**src/rtl/mdio_master.sv**
```systemverilog
module mdio_master #(
  parameter int HALF = 50
) (
  input  logic        clk,
  input  logic        rst,
  input  logic        req_valid,
  input  logic        req_read,
  input  logic [4:0]  req_phy,
  input  logic [4:0]  req_reg,
  input  logic [15:0] req_wdata,
  output logic        busy,
  output logic        done,
  output logic [15:0] rdata,
  output logic        mdc,
  output logic        mdio_out,
  output logic        mdio_oe,
  input  logic        mdio_in
);

  localparam int CW       = (HALF > 1) ? $clog2(HALF) : 1;
  localparam int RX_FIRST = 46;
  localparam logic [CW-1:0] TOP = CW'(HALF - 1);

  typedef enum logic [1:0] {S_IDLE, S_LOW, S_HIGH} state_t;

  state_t      st;
  logic [CW-1:0] cnt;
  logic [63:0] sh;
  logic [5:0]  idx;
  logic        rd;
  logic [16:0] rx;

  wire tick = (cnt == TOP);
  wire [5:0] last = rd ? 6'd62 : 6'd63;

  assign busy     = (st != S_IDLE);
  assign mdio_out = mdio_oe & sh[63];

  always_ff @(posedge clk) begin
    if (rst) begin
      st      <= S_IDLE;
      cnt     <= '0;
      sh      <= '0;
      idx     <= '0;
      rd      <= 1'b0;
      rx      <= '0;
      mdc     <= 1'b0;
      mdio_oe <= 1'b0;
      done    <= 1'b0;
      rdata   <= '0;
    end else begin
      done <= 1'b0;
      case (st)
        S_IDLE: begin
          if (req_valid) begin
            st      <= S_LOW;
            cnt     <= '0;
            idx     <= '0;
            rd      <= req_read;
            rx      <= '0;
            mdio_oe <= 1'b1;
            sh      <= {32'hFFFF_FFFF, 2'b01, (req_read ? 2'b10 : 2'b01),
                        req_phy, req_reg, 2'b10, req_wdata};
          end
        end
        S_LOW: begin
          if (tick) begin
            st  <= S_HIGH;
            mdc <= 1'b1;
            cnt <= '0;
            if (rd && idx >= 6'(RX_FIRST)) rx <= {rx[15:0], mdio_in};
          end else begin
            cnt <= cnt + 1'b1;
          end
        end
        S_HIGH: begin
          if (tick) begin
            cnt <= '0;
            mdc <= 1'b0;
            if (idx == last) begin
              st      <= S_IDLE;
              mdio_oe <= 1'b0;
              done    <= 1'b1;
              if (rd) rdata <= rx[15:0];
            end else begin
              st  <= S_LOW;
              idx <= idx + 1'b1;
              sh  <= {sh[62:0], 1'b0};
              if (rd && idx == 6'(RX_FIRST - 1)) mdio_oe <= 1'b0;
            end
          end else begin
            cnt <= cnt + 1'b1;
          end
        end
        default: st <= S_IDLE;
      endcase
    end
  end

endmodule


```
**config.mk**
```make
export PLATFORM = sky130hd
export DESIGN_NAME = mdio_master
export DESIGN_NICKNAME = d
export VERILOG_FILES = /design/src/rtl/mdio_master.sv
export SDC_FILE = /design/constraint.sdc
export NUM_CORES = 1
export LEC_CHECK = 0
export CORE_ASPECT_RATIO = 0.8
export CORE_UTILIZATION = 40
export DETAILED_ROUTE_END_ITERATION = 6
export PLACE_DENSITY = 0.63
export SLEW_MARGIN = 20
export SYNTH_ARGS = -nofsm -noshare
export SYNTH_HDL_FRONTEND = slang
export SYNTH_SLANG_ARGS = --single-unit
```
**constraint.sdc**
```tcl
create_clock -name clk -period 2.2 [get_ports clk]
set_clock_uncertainty 0.1 [all_clocks]
set_input_delay 0.22 -clock clk [delete_from_list [all_inputs] [get_ports clk]]
set_output_delay 0.22 -clock clk [all_outputs]
set_load 0.1 [all_outputs]
```
# After elaboration in Yosys (flattened, before gate mapping)
# Cells that the tools add are included.
# classes
eq_ne	11
n_addsub	2
n_mul	0
div_mod_pow	0
magnitude_cmp	1
reduce_logical	18
bitwise	3
shift	0
mux	30
# op_table
cell	count
64-bit two-way mux	3
64-bit case mux with 2 select lines	1
16-bit two-way mux	3
16-bit case mux with 2 select lines	1
6-bit two-way mux	4
6-bit case mux with 2 select lines	2
4-bit AND reduction	4
6-bit by 1-bit adder with 6-bit output, second input constant	2
6-bit == test, second input constant	2
2-bit inequality test, second input constant	5
2-bit nonzero test	5
1-bit two-way mux	9
2-bit two-way mux	4
6-bit == test	1
6-bit >= comparator, second input constant	1
2-bit case mux with 3 select lines	1
3-bit AND reduction	2
1-bit case mux with 2 select lines	2
2-bit AND reduction	2
3-bit inequality test, second input constant	1
3-bit OR reduction	1
2-bit by 1-bit == test with 1-bit output, second input constant	1
2-bit == test, second input constant	1
1-bit logical AND	2
4 further kinds	5
# word_totals
romBits	0
latch_bits	0
n_memories	0
output_inout_bits	21
ram_bits	0
regBits	114

# Longest topological paths before layout
# Gate-level depths: netlist (run 1).
# depth
depth_word	6
depth_mapped	9

# Worst setup path before layout (run 1)
# Ideal clock, no wire load.
# synth_path
path_type	reg2reg
start	register st[0]
end	register rx[10]
setup_ns	0.062
setup_slack_ns	-0.118
arrival_time_ns	2.155
path_buffers	2
path_stages_with_launch	9
cell_sequence	dfxtp_1 -> inv_1 -> ha_1 -> buf_4 -> inv_1 -> o21a_1 -> clkbuf_1 -> o211ai_1 -> nand3_1
# synth_via
elab_chain_cells	3
word_cells_on_any_way	8
# synth_rtl
element	line_no	source
start: declaration	26	state_t st;
start signal: assignment	41	st <= S_IDLE;
start signal: assignment	56	st <= S_LOW;
start signal: assignment	68	st <= S_HIGH;
2-bit by 1-bit == test with 1-bit output / 2-bit zero test (equally long branches)	53	case (st)
2-bit inequality test (no source line) / 2-bit nonzero test (equally long branches)	n/a	
4-bit AND reduction (no source line)	n/a	
end signal: assignment	71	if (rd && idx >= 6'(RX_FIRST)) rx <= {rx[15:0], mdio_in};
end: declaration	31	logic [16:0] rx;
# Parallel ways exist; a longest one is shown, timed or not.
# A chain may end at the register's enable or synchronous reset.

# Final worst setup path (run 1)
# layout_path
start	register st[0]
end	register sh[2]
# layout_via
elab_chain_cells	3
word_cells_on_any_way	8
# layout_rtl
element	line_no	source
2-bit == test / 2-bit zero test (equally long branches)	53	
2-bit inequality test (no source line) / 2-bit nonzero test (equally long branches)	n/a	
4-bit AND reduction (no source line)	n/a	
end signal: assignment	62	sh <= {32'hFFFF_FFFF, 2'b01, (req_read ? 2'b10 : 2'b01),
end signal: assignment	88	sh <= {sh[62:0], 1'b0};
end: declaration	28	logic [63:0] sh;
# Parallel ways exist; a longest one is shown, timed or not.

==> metrics.cfg, run 1 <==
[outcome]
status = complete, no violations

[power]
cellLeakagePower_nw = 2.26
powerDensity_mw_per_mm2 = 1160
vdd_drop_max_mv = 0.856

[yosys]
synth.distinct_cells = 57
syn-mean-instance-area_sq_um = 9.85
synth_area_sq_mm = 0.00511
synthesis.nets = 560
async_flop_share = 0
synth_top_area_cell = dfxtp_1
synth_top_area_frac = 0.446
ys.warnings.count = 0
ys_seq_elements = 114
postSynthCellCount = 519
synthMostInstantiatedCell = dfxtp_1
yosys-top-cells-area = dfxtp_1 (45%), a211oi_1 (7.5%), mux2i_1 (5.3%)
synth_top_cells_by_count = dfxtp_1 (114), a211oi_1 (51), nand3_1 (40)
synth_edf_count = 0
synthFlopType = dfxtp_1
ys_seq_area_frac = 0.446

[floorplanning]
die_h_um = 103
row_count = 36
die_w_um = 128
core-area_sq_mm = 0.0123
initial_core_util = 0.416
pin_count = 52
dieArea_sq_mm = 0.0132

[layout]
seq_area_sq_mm = 0.00228
layout-drive-gt1-share = 0.202
fillers = 1101
nets = 603
area_growth_syn_to_layout_pct = 24.7
multi_input_area_sq_mm = 0.00255
antennaDiodeCount = 0

[global_route]
grt_pass1_vias = 4021
grt_overflow_total = 0
antenna_found_initial = 0
grt_usage = 0.194
grt_first_pass_wirelength_um = 20100
grt_max_degree = 40

[timing]
finalWorstSetupSlack_ns = 0.138
setup_tns_ns = 0
finalSetupViolCount = 0
timing.final.crit_share = 0.937
whs_ns = 0.299
fmax_mhz = 485
relSlewSlack = 0.545
drv_slew = 0
worstMarginPinSlew_ns = 0.682
period_minus_slack_ns = 2.06
hold_violations = 0

[clock_tree]
tritoncts = built
cts_made_buffers = 17
clockBufferDepth = 2
cts_setup_buffers = 0
htreeDepth = 4
clk_latency_ns = 0.41
clock_sinks = 114
path_clk_slew_ns = 0.05
root_buffer = clkbuf_16

[route]
first_iter_violations = 319
wire_per_inst_um = 16.7
vias = 4308
via_per_inst = 5.79
route.antenna.remaining_nets = 0
drcViolationCount = 0
first_pass_iters = 5
finalWirelength_um = 12400

[critical_path]
startpoint = st[0]
r2r_start = st[0]
arrival_ns = 2.23
worst-r2r-setup-slack_ns = 0.14
worst_ep_required_time_ns = 2.37
critPathLaunchType = flop
crit_fanout = 20
path_class = reg -> reg
end_kind = flop

[placed_design]
place_congestion = 0.877
io_buffers = 51
dp_slack_ns = 0.0149
dp_hpwl_um = 7550

[min_path]
hold_class = in -> reg
hp-start = mdio_in

[job]
maxCapViolCount = 0

registers in the layout, indices dropped and copies added (netlist names):
register	cells
rd	1
st	2
rx	16
mdc	1
done	1
idx	6
cnt	6
rdata	16
sh	64
mdio_oe	1
area by class of cell:
cell class,count,area share
clock inverter,9,0.0208
tap,171,0.0335
multi-input combinational,344,0.400
inverter,12,0.00765
sequential,114,0.358
timing repair buffer,73,0.108
clock buffer,21,0.0722
final timing paths:
check             endpoint  cells after the start
hold reg to reg     sh[28]                      2
setup / recovery     sh[2]                      7
setup reg to reg     sh[2]                      7
hold / removal       rx[0]                      3
layout by cell type (no fill, tap or decap), types with 3 or more instances in the layout:
| cell type | instances |
|---|---|
| a211oi_1 | 51 |
| a21oi_1 | 26 |
| buf_12 | 5 |
| buf_4 | 36 |
| bufinv_16 | 3 |
| clkbuf_16 | 17 |
| clkdlybuf4s50_1 | 29 |
| clkinvlp_4 | 3 |
| dfxtp_1 | 114 |
| ha_1 | 8 |
| inv_1 | 10 |
| mux2i_1 | 26 |
| nand2_1 | 29 |
| nand3_1 | 40 |
| nand4_1 | 18 |
| nor2_1 | 11 |
| nor3_1 | 3 |
| nor4_1 | 3 |
| o211ai_1 | 18 |
| o21ai_0 | 18 |
| o221a_1 | 15 |
| o221a_2 | 20 |
| o32ai_1 | 3 |
| xnor2_1 | 5 |
power breakdown:
part           switching (mW)  internal (mW)  total [mW]
clock                   0.940           1.83        2.77
combinational            1.06          0.846        1.91
sequential              0.237           2.46        2.70
metal layers:
metal | up-vias | wire length [um] | GRT usage
met5 | - | 0 | 0
met4 | 0 | 137 | 0.0715
met2 | 111 | 5460 | 0.288
met1 | 2100 | 6120 | 0.269
li1 | 2085 | - | -
met3 | 12 | 682 | 0.0519
cells by family after synthesis:
| group | after synthesis | synth area share |
|---|---|---|
| mux | 29 | 0.0573 |
| compound gates | 167 | 0.255 |
| flops | 114 | 0.446 |
| buf+inv | 62 | 0.0648 |
| simple gates | 131 | 0.142 |
| fa+ha+maj | 10 | 0.0245 |
| xor+xnor | 6 | 0.0103 |
metrics by stage:
step	instances	area (sq um)	utilization	power (mW)
after floorplan	519	5120	-	4.08
after global placement	712	5720	0.465	4.51
after detailed placement	712	5720	0.465	4.56
after CTS	743	6330	0.514	7.35
after global routing	744	6380	0.519	7.73
final	744	6380	0.519	7.38
critical path: stages, from the launching register on:
cell and delay (ns):
dfxtp_1 0.39, inv_1 0.13, ha_2 0.23, mux2i_2 0.18
a31o_2 0.28, o21ai_4 0.26, buf_6 0.24, a211oi_1 0.11
what timing repair did:
action	in CTS	in global routing
gates cloned	0	1
endpoints found under the hold margin	2	0
gates resized for setup	1	9
hold buffers	1	0
endpoints found under the setup margin	1	79
Note: power is estimated with default switching activity, not from simulation.
==> run 2, diff against run 1 <==
--- a/config.mk
+++ b/config.mk
@@ -5,6 +5,7 @@
 export SDC_FILE = /design/constraint.sdc
 export NUM_CORES = 1
 export LEC_CHECK = 0
+export CAP_MARGIN = 20
 export CORE_ASPECT_RATIO = 0.8
 export CORE_UTILIZATION = 40
 export DETAILED_ROUTE_END_ITERATION = 6
==> results of run 2 <==
The final DEF is identical to that of run 1; final timing and power are the same.
